`src/rtl/bmx_pkg.sv`:
```
package bmx_pkg;
  localparam int NUM_BANK_REGS = 8;
  localparam int CHR_BANK_W    = 9;

  typedef logic [NUM_BANK_REGS-1:0][7:0] bank_arr_t;

  typedef enum logic [2:0] {
    SLOT_CTRL = 3'd0,
    SLOT_DATA = 3'd1,
    SLOT_MIRR = 3'd2,
    SLOT_NOP3 = 3'd3,
    SLOT_NOP4 = 3'd4,
    SLOT_NOP5 = 3'd5,
    SLOT_NOP6 = 3'd6,
    SLOT_NOP7 = 3'd7
  } slot_e;

  localparam logic [2:0] IDX_PRG0 = 3'd6;
  localparam logic [2:0] IDX_PRG1 = 3'd7;

  function automatic logic in_low_window(input logic [15:0] a);
    return (a > 16'h4100) && (a < 16'h6000);
  endfunction

  function automatic logic [7:0] bank_reset_val(input int i);
    if (i == 0)      return 8'd0;
    else if (i == 1) return 8'd2;
    else if (i < 6)  return 8'(i + 2);
    else             return 8'(i - 6);
  endfunction
endpackage

```
`src/rtl/bmx_regs.sv`:
```
module bmx_regs
  import bmx_pkg::*;
(
  input  logic        clk,
  input  logic        rst,
  input  logic [15:0] cpu_addr,
  input  logic [7:0]  cpu_wdata,
  input  logic        cpu_wr,
  input  logic        cfg_four_screen,
  output logic [7:0]  ctrl_q,
  output bank_arr_t   banks_q,
  output logic        hi_lo_q,
  output logic        hi_up_q,
  output logic        mirror_q
);
  slot_e slot;
  logic  hi_wr;
  logic  cart_wr;

  assign cart_wr = cpu_wr && cpu_addr[15];
  assign slot    = slot_e'({cpu_addr[14:13], cpu_addr[0]});
  assign hi_wr   = cpu_wr && in_low_window(cpu_addr);

  always_ff @(posedge clk) begin
    if (rst) begin
      ctrl_q   <= 8'd0;
      mirror_q <= 1'b0;
      for (int i = 0; i < NUM_BANK_REGS; i++) begin
        banks_q[i] <= bank_reset_val(i);
      end
    end else if (cart_wr) begin
      case (slot)
        SLOT_CTRL: ctrl_q <= cpu_wdata;
        SLOT_DATA: begin
          if (ctrl_q[2:1] == 2'b00)
            banks_q[ctrl_q[2:0]] <= {cpu_wdata[7:1], 1'b0};
          else
            banks_q[ctrl_q[2:0]] <= cpu_wdata;
        end
        SLOT_MIRR: if (!cfg_four_screen) mirror_q <= cpu_wdata[0];
        default: ;
      endcase
    end
  end

  always_ff @(posedge clk) begin
    if (rst) begin
      hi_lo_q <= 1'b0;
      hi_up_q <= 1'b0;
    end else if (hi_wr) begin
      hi_lo_q <= cpu_wdata[0];
      hi_up_q <= cpu_wdata[4];
    end
  end

  // registers come out of reset at their defined values
  a_r8_reset_state: assert property (@(posedge clk) disable iff (rst)
    $past(rst) |-> (ctrl_q == 8'd0 && !hi_lo_q && !hi_up_q && !mirror_q &&
                    banks_q[IDX_PRG0] == 8'd0 && banks_q[IDX_PRG1] == 8'd1));

  // high bits only move on a write inside the low window
  a_r5_hi_only_low: assert property (@(posedge clk) disable iff (rst)
    !hi_wr |=> ($stable(hi_lo_q) && $stable(hi_up_q)));

  // 2 KB registers never hold an odd number
  a_r2_pair_even: assert property (@(posedge clk) disable iff (rst)
    (cart_wr && slot == SLOT_DATA && ctrl_q[2:1] == 2'b00) |=> !banks_q[$past(ctrl_q[2:0])][0]);

  // writes to the unused slots keep control and mirroring intact
  a_r11_nop_slots: assert property (@(posedge clk) disable iff (rst)
    (cart_wr && slot >= SLOT_NOP3) |=> ($stable(ctrl_q) && $stable(mirror_q) && $stable(banks_q)));
endmodule

```
`src/rtl/bmx_prg_map.sv`:
```
module bmx_prg_map #(
  parameter int PRG_BANK_W = 6
) (
  input  logic [7:0]            ctrl,
  input  logic [7:0]            prg0,
  input  logic [7:0]            prg1,
  input  logic [14:0]           addr_in,
  output logic [PRG_BANK_W+12:0] phys
);
  localparam logic [PRG_BANK_W-1:0] LAST_BANK   = '1;
  localparam logic [PRG_BANK_W-1:0] SECOND_LAST = LAST_BANK - 1'b1;

  logic [PRG_BANK_W-1:0] bank;
  logic                  alt_layout;

  assign alt_layout = ctrl[6];

  always_comb begin
    case (addr_in[14:13])
      2'd0:    bank = alt_layout ? SECOND_LAST : prg0[PRG_BANK_W-1:0];
      2'd1:    bank = prg1[PRG_BANK_W-1:0];
      2'd2:    bank = alt_layout ? prg0[PRG_BANK_W-1:0] : SECOND_LAST;
      default: bank = LAST_BANK;
    endcase
  end

  assign phys = {bank, addr_in[12:0]};
endmodule

```
`src/rtl/bmx_chr_map.sv`:
```
module bmx_chr_map
  import bmx_pkg::*;
(
  input  logic                    swap,
  input  bank_arr_t               banks,
  input  logic                    hi_lo,
  input  logic                    hi_up,
  input  logic                    chr_ram,
  input  logic [12:0]             addr_in,
  output logic [CHR_BANK_W+9:0]   phys
);
  logic [2:0]            win;
  logic                  pair_side;
  logic [7:0]            base;
  logic [7:0]            num8;
  logic                  hi_bit;
  logic [CHR_BANK_W-1:0] num;

  assign win       = addr_in[12:10];
  assign pair_side = ~(win[2] ^ swap);

  always_comb begin
    if (pair_side) begin
      base = banks[{2'b00, win[1]}];
      num8 = {base[7:1], win[0]};
    end else begin
      base = banks[3'd2 + {1'b0, win[1:0]}];
      num8 = base;
    end
    hi_bit = win[2] ? hi_up : hi_lo;
    if (chr_ram)
      num = {{(CHR_BANK_W-3){1'b0}}, num8[2:0]};
    else
      num = {hi_bit, num8};
  end

  assign phys = {num, addr_in[9:0]};
endmodule

```
`src/rtl/bank_xlate.sv`:
```
module bank_xlate
  import bmx_pkg::*;
#(
  parameter int PRG_BANK_W = 6
) (
  input  logic                      clk,
  input  logic                      rst,
  input  logic [15:0]               cpu_addr,
  input  logic [7:0]                cpu_wdata,
  input  logic                      cpu_wr,
  input  logic                      cpu_rd,
  input  logic                      cfg_four_screen,
  input  logic                      cfg_chr_ram,
  input  logic [14:0]               prg_addr_in,
  input  logic [12:0]               chr_addr_in,
  output logic [PRG_BANK_W+12:0]    prg_phys,
  output logic [CHR_BANK_W+9:0]     chr_phys,
  output logic                      mirror_h,
  output logic [7:0]                rd_data,
  output logic                      rd_oe
);
  localparam int PRG_TOP = PRG_BANK_W + 12;

  logic [7:0] ctrl_q;
  bank_arr_t  banks_q;
  logic       hi_lo_q;
  logic       hi_up_q;

  bmx_regs u_regs (
    .clk             (clk),
    .rst             (rst),
    .cpu_addr        (cpu_addr),
    .cpu_wdata       (cpu_wdata),
    .cpu_wr          (cpu_wr),
    .cfg_four_screen (cfg_four_screen),
    .ctrl_q          (ctrl_q),
    .banks_q         (banks_q),
    .hi_lo_q         (hi_lo_q),
    .hi_up_q         (hi_up_q),
    .mirror_q        (mirror_h)
  );

  bmx_prg_map #(.PRG_BANK_W(PRG_BANK_W)) u_prg (
    .ctrl    (ctrl_q),
    .prg0    (banks_q[IDX_PRG0]),
    .prg1    (banks_q[IDX_PRG1]),
    .addr_in (prg_addr_in),
    .phys    (prg_phys)
  );

  bmx_chr_map u_chr (
    .swap    (ctrl_q[7]),
    .banks   (banks_q),
    .hi_lo   (hi_lo_q),
    .hi_up   (hi_up_q),
    .chr_ram (cfg_chr_ram),
    .addr_in (chr_addr_in),
    .phys    (chr_phys)
  );

  assign rd_oe   = cpu_rd && in_low_window(cpu_addr);
  assign rd_data = 8'h01;

  // the top window is always the last bank
  a_r3_last_window: assert property (@(posedge clk) disable iff (rst)
    (prg_addr_in[14:13] == 2'b11) |-> (prg_phys[PRG_TOP:13] == {PRG_BANK_W{1'b1}}));

  // four-screen operation freezes the mirroring select
  a_r7_four_screen_hold: assert property (@(posedge clk) disable iff (rst)
    (cfg_four_screen && cpu_wr) |=> $stable(mirror_h));

  // the low window read value is constant
  a_r9_low_read: assert property (@(posedge clk) disable iff (rst)
    rd_oe |-> (rd_data == 8'h01));

  // pattern RAM keeps bank numbers inside 8 KB
  a_r10_ram_mask: assert property (@(posedge clk) disable iff (rst)
    cfg_chr_ram |-> (chr_phys[CHR_BANK_W+9:13] == '0));
endmodule

```
`config.mk`:
```
export PLATFORM = sky130hd
export DESIGN_NAME = bank_xlate
export DESIGN_NICKNAME = d
export VERILOG_FILES = /design/src/rtl/bmx_pkg.sv /design/src/rtl/bmx_regs.sv /design/src/rtl/bmx_prg_map.sv /design/src/rtl/bmx_chr_map.sv /design/src/rtl/bank_xlate.sv
export SDC_FILE = /design/constraint.sdc
export NUM_CORES = 1
export LEC_CHECK = 0
export BUFFER_PORTS_ARGS = -buffer_cell sky130_fd_sc_hd__buf_2
export CAP_MARGIN = 20
export CORE_MARGIN = 2
export CORE_UTILIZATION = 51
export DETAILED_ROUTE_END_ITERATION = 8
export PLACE_DENSITY_LB_ADDON = 0.05
export SLEW_MARGIN = 20
export SYNTH_ARGS = -nofsm -noshare
export SYNTH_HDL_FRONTEND = slang
export SYNTH_SLANG_ARGS = --single-unit
```
`constraint.sdc`:
```
create_clock -name clk -period 1.65 [get_ports clk]
set_clock_uncertainty 0.05 [all_clocks]
set_input_delay 0.0825 -clock clk [delete_from_list [all_inputs] [get_ports clk]]
set_output_delay 0.0825 -clock clk [all_outputs]
set_load 0.1 [all_outputs]
```
Yosys cells after proc, flatten, opt, wreduce, memory -nomap -nowiden:

Cells that the tools add are included.

* latch bits: 0
* register bits: 75
* RAM bits: 0
* input bits: 58
* logic and storage cells: 51
* memories: 0
* ROM bits: 0

* multipliers: 0
* shift-type cells: 0
* multiplexer cells: 15
* magnitude comparators: 6
* equal/unequal tests: 4
* bitwise operators: 2
* reduce and logical (&&, ||, !) cells: 11
* add/subtract/negate cells: 1
* div/mod/pow operators: 0

Operator list (number)
* $bwmux 64: 2
* $mux 64: 1
* $mux 8: 5
* $bmux 8 s3: 1
* $demux 8 s3: 1
* $pmux 6 s3: 1
* $gt 16x15->1 const B: 1
* $lt 16x15->1 const B: 1
* $mux 6: 2
* $mux 9: 1
* $lt 3x4->1 const B: 2
* $logic_and 1x1->1: 5
* $logic_not 2->1: 2
* $lt 1x4->1 const B: 1
* $reduce_and 2->1: 2
* $add 2x2->3 const A: 1
* $eq 3x1->1 const B: 1
* $eq 3x2->1 const B: 1
* $ge 3x1->1 const B: 1
* $logic_not 3->1: 1
* $reduce_and 3->1: 1
* $eq 2x1->1 const B: 1
* $eq 2x2->1 const B: 1
* $mux 1: 1
* 2 further kinds: 2

Longest topological paths before layout:

Gate-level depths: netlist of the first run.

* depth in word-level cells: 6
* gate-level depth with buffers: 6
* gate-level depth less buffers: 4

Cells and area by module:

Synthesis of the first run repeated with hierarchy kept, for this count alone.

* cell total of the unflattened synthesis: 388
* area total of the unflattened synthesis: 3814.9 sq um

Modules (own cells, without submodules)
* bmx_regs: area an instance 2877.8 sq um, times used 1, cells an instance 284, sequential area each 1501.4 sq um
* bmx_chr_map: area an instance 496.7 sq um, times used 1, cells an instance 49, sequential area each 0.0 sq um
* bmx_prg_map: area an instance 315.3 sq um, times used 1, cells an instance 39, sequential area each 0.0 sq um
* bank_xlate: area an instance 125.1 sq um, times used 1, cells an instance 16, sequential area each 0.0 sq um

Worst setup path after synthesis of the first run:

No wires, ideal clock.

* path kind: register to output
* start point: register u_regs.ctrl_q[7]
* end point: output port chr_phys[13]
* stages on the path, launching flop included: 4
* data required time: 1517 ps
* data arrival time: 3004 ps
* path slack: -1487 ps
* path through: dfxtp_1 -> xnor2_1 -> nor2_1 -> a211oi_1

* word-level cells in the longest chain between the ends: 3

RTL lines
* start, declared: line bmx_regs.sv:10 `output logic [7:0] ctrl_q,`
* start signal, assigned: line bmx_regs.sv:33 `SLOT_CTRL: ctrl_q <= cpu_wdata;`
* $xor 1x1->1: line bmx_chr_map.sv:20 `assign pair_side = ~(win[2] ^ swap);`
* $mux 8: line bmx_chr_map.sv:23 `if (pair_side) begin`
* $mux 9: line bmx_chr_map.sv:31 `if (chr_ram)`
* end, declared: line bank_xlate.sv:17 `output logic [CHR_BANK_W+9:0] chr_phys,`

No other way between the ends.

Worst setup path in the final report of the first run:

* start point: register u_regs.ctrl_q[7]
* end point: output port chr_phys[11]

The elaborated chain is that of the path after synthesis.

==> results.md, run 1 <==
| Metric | Value | Unit |
| --- | --- | --- |
| Setup repair after global routing missed its margin | yes | - |
| Vert. Die Dim | 85.4 | um |
| Library cell used as clock root buffer | clkbuf_8 | - |
| XOR/XNOR share of the synthesized area | 0.00519 | - |
| First-pass GRT wire length | 12,400 | um |
| Max FO, Critical Path | 6 | - |
| Clock-pin slew of the registers on the worst-case setup and hold paths | 0.07 | ns |
| Number of setup violations in the final report | 8 | - |
| CP Data Arrival Time | 1.58 | ns |
| Net Sw Power | 1040 | uW |
| Post-route insts no fill | 453 | - |
| Max-slew violation total from the final report | 0 | - |
| Die W | 85.4 | um |
| DRT Wirelength | 7230 | um |
| Synthesized flop and latch total | 66 | - |
| I/O pin cnt | 106 | - |
| Total Die Area | 0.00729 | sq mm |
| Global-route usage over all layers | 0.216 | - |
| Residual DRC count | 0 | - |
| Total power per unit cell area | 918 | mW/mm^2 |
| Multi-input gate area in the final layout | 0.00183 | sq mm |
| Maximum capacitance violations | 0 | - |
| Dominant cell type by area after synthesis | dfxtp_1 | - |
| DP HPWL | 5050 | um |
| Peak supply drop | 0.741 | mV |
| R2R Path Start | u_regs.ctrl_q[2] | - |
| Count of vias placed by the detailed router | 2,449 | - |
| EDFF count, synth | 0 | - |
| Yosys Warn Count | 0 | - |
| Most frequent standard cell in the layout excluding fill and tap cells | dfxtp_1 | - |
| Leakage dissipation | 0.00194 | uW |
| Most used cells in the layout excluding fill and tap cells | dfxtp_1, nor2_1, mux2i_1 | - |
| Fraction of synthesized area in multiplexers | 0.210 | - |
| Number of buffers between clock root and the deepest sink | 2 | - |
| Final period utilization | 1.04 | - |
| Area share of the largest cell type after synthesis | 0.391 | - |
| Relative contribution of combinational cells to total power | 0.172 | - |
| Sinks on the clock net | 66 | - |
| Outcome | finished with violations | - |
| Routed vias/inst | 5.41 | - |
| Simple-Gate Fraction of Synth Area | 0.197 | - |
| Class of the most critical setup path | flop to primary output | - |
| Setup slack of the worst register-to-register path | 0.30 | ns |
| Final Hold Fails | 0 | - |
| Maximum operating frequency | 583 | MHz |
| PortBufs | 51 | - |
| Number of different library cells in the post-synthesis netlist | 35 | - |
| Clock latency of the later-clocked register in the worst-skew pair | 0.34 | ns |
| Violated checks | setup timing | - |
| Final worst slack | -0.0666 | ns |
| Vias in the first global route | 2,514 | - |
| Share of total power in the clock network | 0.404 | - |
| Core Area | 0.00639 | sq mm |
| Wirelength per Cell | 16.0 | um |
| FF/Latch Area | 0.00133 | sq mm |
| Number of cells on the worst hold path | 3 | - |
| Clock buffer count from CTS | 9 | - |
| Worst hold-check slack | 0.0395 | ns |
| Worst setup path endpoint | chr_phys[11] | - |
| Classification of the worst-slack hold path | primary input to flop | - |
| Fraction of the yosys area taken by sequential cells | 0.391 | - |
| Compound-Gate Fraction of Synth Area | 0.0737 | - |
| Starting Density | 0.529 | - |
| Diodes inserted | 0 | - |
| Row count | 29 | - |
| Share of flip-flops with an asynchronous set or reset after synthesis | 0 | - |
| Clock tree from TritonCTS | built | - |
| Number of H-tree levels | 3 | - |
| Post-synthesis average cell area | 9.85 | sq um |
| Worst reg2reg path depth | 5 | - |
| Antenna Nets Post-Route | 0 | - |
| Count of TritonRoute iterations in the first routing pass | 4 | - |
| RD Place Congestion | 0.757 | - |
| Proportion of power drawn by flip-flops and latches | 0.424 | - |
| Remaining global-route overflow | 0 | - |
| Number of inserted filler cells in the final layout | 534 | - |
| Hold Startpoint | cpu_wdata[7] | - |
| Cells after Synth | 343 | - |
| Layout cells sized above 1 | 0.306 | - |
| Critical path startpoint category | flop | - |
| Adder-Cell Fraction of Synth Area | 0 | - |
| Number of antenna violations at the first check in global routing | 0 | - |
| Total internal power | 2740 | uW |
| Cells taking the most area after synthesis | dfxtp_1, mux2i_1, buf_4 | - |
| Number of nets in the layout | 430 | - |
| Element type at the critical path end | primary output | - |
| Post-layout minimum cycle time | 1.72 | ns |
| Area overhead of the layout relative to synthesis | 21.9 | % |
| # placed instances | 435 | - |
| Worst endpoint required time | 1.52 | ns |
| Cell area after synthesis | 0.00338 | sq mm |
| Origin of the worst setup path | u_regs.ctrl_q[7] | - |
| Main flop type after synthesis | dfxtp_1 | - |
| Detailed router's first-iteration violation count | 91 | - |
| Pin count of the biggest net entering global routing | 42 | - |
| Switching share of power | 0.275 | - |
| Main combinational cell family by area after synthesis | multiplexers | - |
[worst min-delay path by stage]
stage	end	slack (ns)
floorplan	u_regs.mirror_q	0.18
global placement	chr_phys[4]	0.12
detailed placement	chr_phys[4]	0.12
CTS	u_regs.ctrl_q[7]	0.03
global route	flop	0.06
finish	u_regs.ctrl_q[7]	0.04
[power groups by stage]
stage	clock network [uW]	logic (uW)	registers, uW
2_1_floorplan	0	714	1640
3_3_place_gp	0	625	1640
3_5_place_dp	0	628	1640
4_1_cts	1550	652	1600
5_1_grt	1620	680	1600
6_report	1530	651	1600
[metrics by stage]
step	total power [uW]	util	area (sq um)	setup TNS, ns	setup WS (ns)
2_1_floorplan	2350	-	3550	-0.226	-0.0498
3_3_place_gp	2260	0.596	3810	0	0.143
3_5_place_dp	2270	0.596	3810	0	0.107
4_1_cts	3810	0.643	4110	-0.521	-0.0781
5_1_grt	3900	0.644	4120	-0.705	-0.109
6_report	3780	0.644	4120	-0.371	-0.0666
[cell families (layout without fill, tap and decap cells)]
logic type      after synthesis  after routing
compound gates               41             41
simple gates                110            110
buf+inv                      60             86
xor+xnor                      2              3
flops                        66             66
other cells                   2              8
mux                          62             62
[Yosys cell counts (2+ instances only)]
library cell / count
a21oi_1: 13
nand3b_1: 11
nor2_1: 62
buf_2: 2
dfxtp_1: 66
o21ai_0: 14
nor4_1: 2
xnor2_1: 2
buf_6: 7
nand4b_4: 2
buf_4: 34
nor3_1: 11
nand2b_1: 8
a211oi_1: 5
mux2i_1: 54
conb_1: 2
nand4_4: 4
nand4b_1: 2
mux4_2: 7
o22a_1: 5
clkbuf_1: 16
[timing repair]
item,CTS,global route
setup buffers,1,1
pin swaps,6,2
cloned,1,0
resized for setup,10,4
endpoints found under the setup margin,9,14
endpoints found under the hold margin,2,0
hold buffers,1,0
[layer usage]
metal	routed length [um]	track usage	vias up
met5	0	0	-
met1	3420	0.289	1165
li1	-	-	1219
met3	274	0.0370	18
met4	123	0.0880	0
met2	3420	0.347	47
[cell type report]
| type | count | area share |
|---|---|---|
| tap | 77 | 0.0234 |
| sequential | 66 | 0.322 |
| clock inverter | 2 | 0.0146 |
| clock buffer | 13 | 0.0386 |
| timing repair buffer | 70 | 0.155 |
| inverter | 1 | 0.000912 |
| multi-input combinational | 224 | 0.445 |
[worst max-delay path: stages, from the launching register on]
cell and delay [ns]:
dfxtp_4 0.39, xnor2_4 0.16, buf_12 0.14, buf_6 0.11, buf_6 0.12, a21oi_4 0.13, buf_12 0.18
(Power assumes the default switching activity.)
==> run 2: changes to the inputs <==
Settings changed: SETUP_SLACK_MARGIN from default to 0.3.
==> run 2 against run 1 <==
- the flow still finishes with violations (setup timing)
- non-clock buffer count is the same
- wire length up 6.3%
- core utilization up 2.6 points
- die area unchanged
- final cell count is 1.1% higher
- worst setup slack got worse by 0.0054 ns
- first-iteration DRC count grew 26%
- register-to-register slack hardly changed
- highest routed layer unchanged
- via count grew 4.2%
- global-route usage barely moved
- sequential power barely moved
- combinational power is 3.2% higher
==> results.md, run 2 (synthesized netlist as in run 1, its figures left out) <==
| Metric | Value | Unit |
| --- | --- | --- |
| Detailed router's first-iteration violation count | 115 | - |
| Sinks on the clock net | 66 | - |
| Count of vias placed by the detailed router | 2,551 | - |
| Antenna Nets Post-Route | 0 | - |
| First-pass GRT wire length | 12,100 | um |
| Diodes inserted | 0 | - |
| Pin count of the biggest net entering global routing | 45 | - |
| Wirelength per Cell | 16.8 | um |
| Most used cells in the layout excluding fill and tap cells | dfxtp_1, nor2_1, mux2i_1 | - |
| Max-slew violation total from the final report | 0 | - |
| Final Hold Fails | 0 | - |
| Clock latency of the later-clocked register in the worst-skew pair | 0.34 | ns |
| DP HPWL | 4720 | um |
| Violated checks | setup timing | - |
| Peak supply drop | 0.902 | mV |
| Class of the most critical setup path | flop to primary output | - |
| Outcome | finished with violations | - |
| R2R Path Start | u_regs.ctrl_q[1] | - |
| Worst endpoint required time | 1.52 | ns |
| Final std cell area, no fill | 0.00428 | sq mm |
| Global-route usage over all layers | 0.215 | - |
| Maximum operating frequency | 581 | MHz |
| Routed vias/inst | 5.57 | - |
| Total power per unit cell area | 855 | mW/mm^2 |
| Vert. Die Dim | 85.4 | um |
| Origin of the worst setup path | u_regs.ctrl_q[7] | - |
| Clock-pin slew of the registers on the worst-case setup and hold paths | 0.07 | ns |
| Worst slack at placement | 0.123 | ns |
| Final worst slack | -0.0720 | ns |
| Clock tree from TritonCTS | built | - |
| Setup TNS | -0.451 | ns |
| Leakage dissipation | 0.00206 | uW |
| Area overhead of the layout relative to synthesis | 26.8 | % |
| Critical path startpoint category | flop | - |
| CP Data Arrival Time | 1.59 | ns |
| Element type at the critical path end | primary output | - |
| Hold Startpoint | cpu_wdata[3] | - |
| Vias in the first global route | 2,398 | - |
| Number of nets in the layout | 434 | - |
| Final period utilization | 1.04 | - |
| Number of buffers between clock root and the deepest sink | 2 | - |
| Library cell used as clock root buffer | clkbuf_8 | - |
| Layout cells sized above 1 | 0.365 | - |
| DRT Wirelength | 7690 | um |
| Number of H-tree levels | 3 | - |
| RD Place Congestion | 0.782 | - |
| Number of setup violations in the final report | 8 | - |
| Die W | 85.4 | um |
| Classification of the worst-slack hold path | primary input to flop | - |
| Utilization of the core after routing | 0.671 | - |
| Core Area | 0.00639 | sq mm |
| Setup repair after global routing missed its margin | yes | - |
| Most frequent standard cell in the layout excluding fill and tap cells | dfxtp_1 | - |
| Worst hold-check slack | 0.0293 | ns |
| Count of TritonRoute iterations in the first routing pass | 4 | - |
| Residual DRC count | 0 | - |
| Row count | 29 | - |
| PortBufs | 51 | - |
| Remaining global-route overflow | 0 | - |
| Starting Density | 0.529 | - |
| Post-layout minimum cycle time | 1.72 | ns |
| DP Area | 0.00380 | sq mm |
| I/O pin cnt | 106 | - |
| Clock buffer count from CTS | 9 | - |
| Number of antenna violations at the first check in global routing | 0 | - |
| Total Die Area | 0.00729 | sq mm |
| Max FO, Critical Path | 11 | - |
| Maximum capacitance violations | 0 | - |
[run 2: cell count changes in the layout (fill, tap and decap cells not counted), sizes merged]
cell and delta:
clkinvlp +1, clkbuf -2, bufinv -1, clkinv +3, xnor2 -1, nand4b +2
nand4 +3
[run 2: path summary, 6_finish.rpt]
kind / to / slack (ns) / cells after the start
min reg2reg: flop / 0.43 / 2
min: flop / 0.03 / 3
max reg2reg: flop / 0.29 / 4
max: chr_phys[16] / -0.07 / 5
[run 2: timing repair]
item,CTS,global route
pin swaps,16,9
hold buffers,1,0
endpoints found under the setup margin,50,59
buffers inserted,5,1
cloned,2,3
endpoints found under the hold margin,1,0
gates resized for setup,23,21
[run 2: routing by layer]
layer | global-route usage | vias to the layer above | part of all wire
li1 | - | 1240 | -
met1 | 0.294 | 1221 | 0.47
met2 | 0.320 | 74 | 0.47
met3 | 0.0739 | 16 | 0.051
met4 | 0.0736 | 0 | 0.017
met5 | 0 | - | 0
[run 2: worst max-delay path, cell delays in order, from the launching register on]
cell	delay [ns]
dfxtp_4	0.36
xnor2_4	0.14
buf_12	0.15
buf_6	0.13
a211oi_4	0.24
buf_12	0.21
[run 2: power by group]
group	internal, uW	switching, uW
logic	221	451
clock network	772	624
registers	1590	4.76
total	2580	1080
[run 2: cell type report]
cell class / instances / area, sq um
flip-flops and latches: 66 / 1340
clock inverters: 5 / 52.6
fillers: 520 / 2100
clock buffers: 11 / 151
inverters: 1 / 3.75
multi-input cells: 228 / 1960
repair buffers: 70 / 679
well taps: 77 / 96.3
[run 2: metrics by stage]
stage               power [uW]  instances
floorplan                 2360        349
global route              3780        458
detailed placement        2260        430
global placement          2260        430
CTS                       3680        454
finish                    3660        458
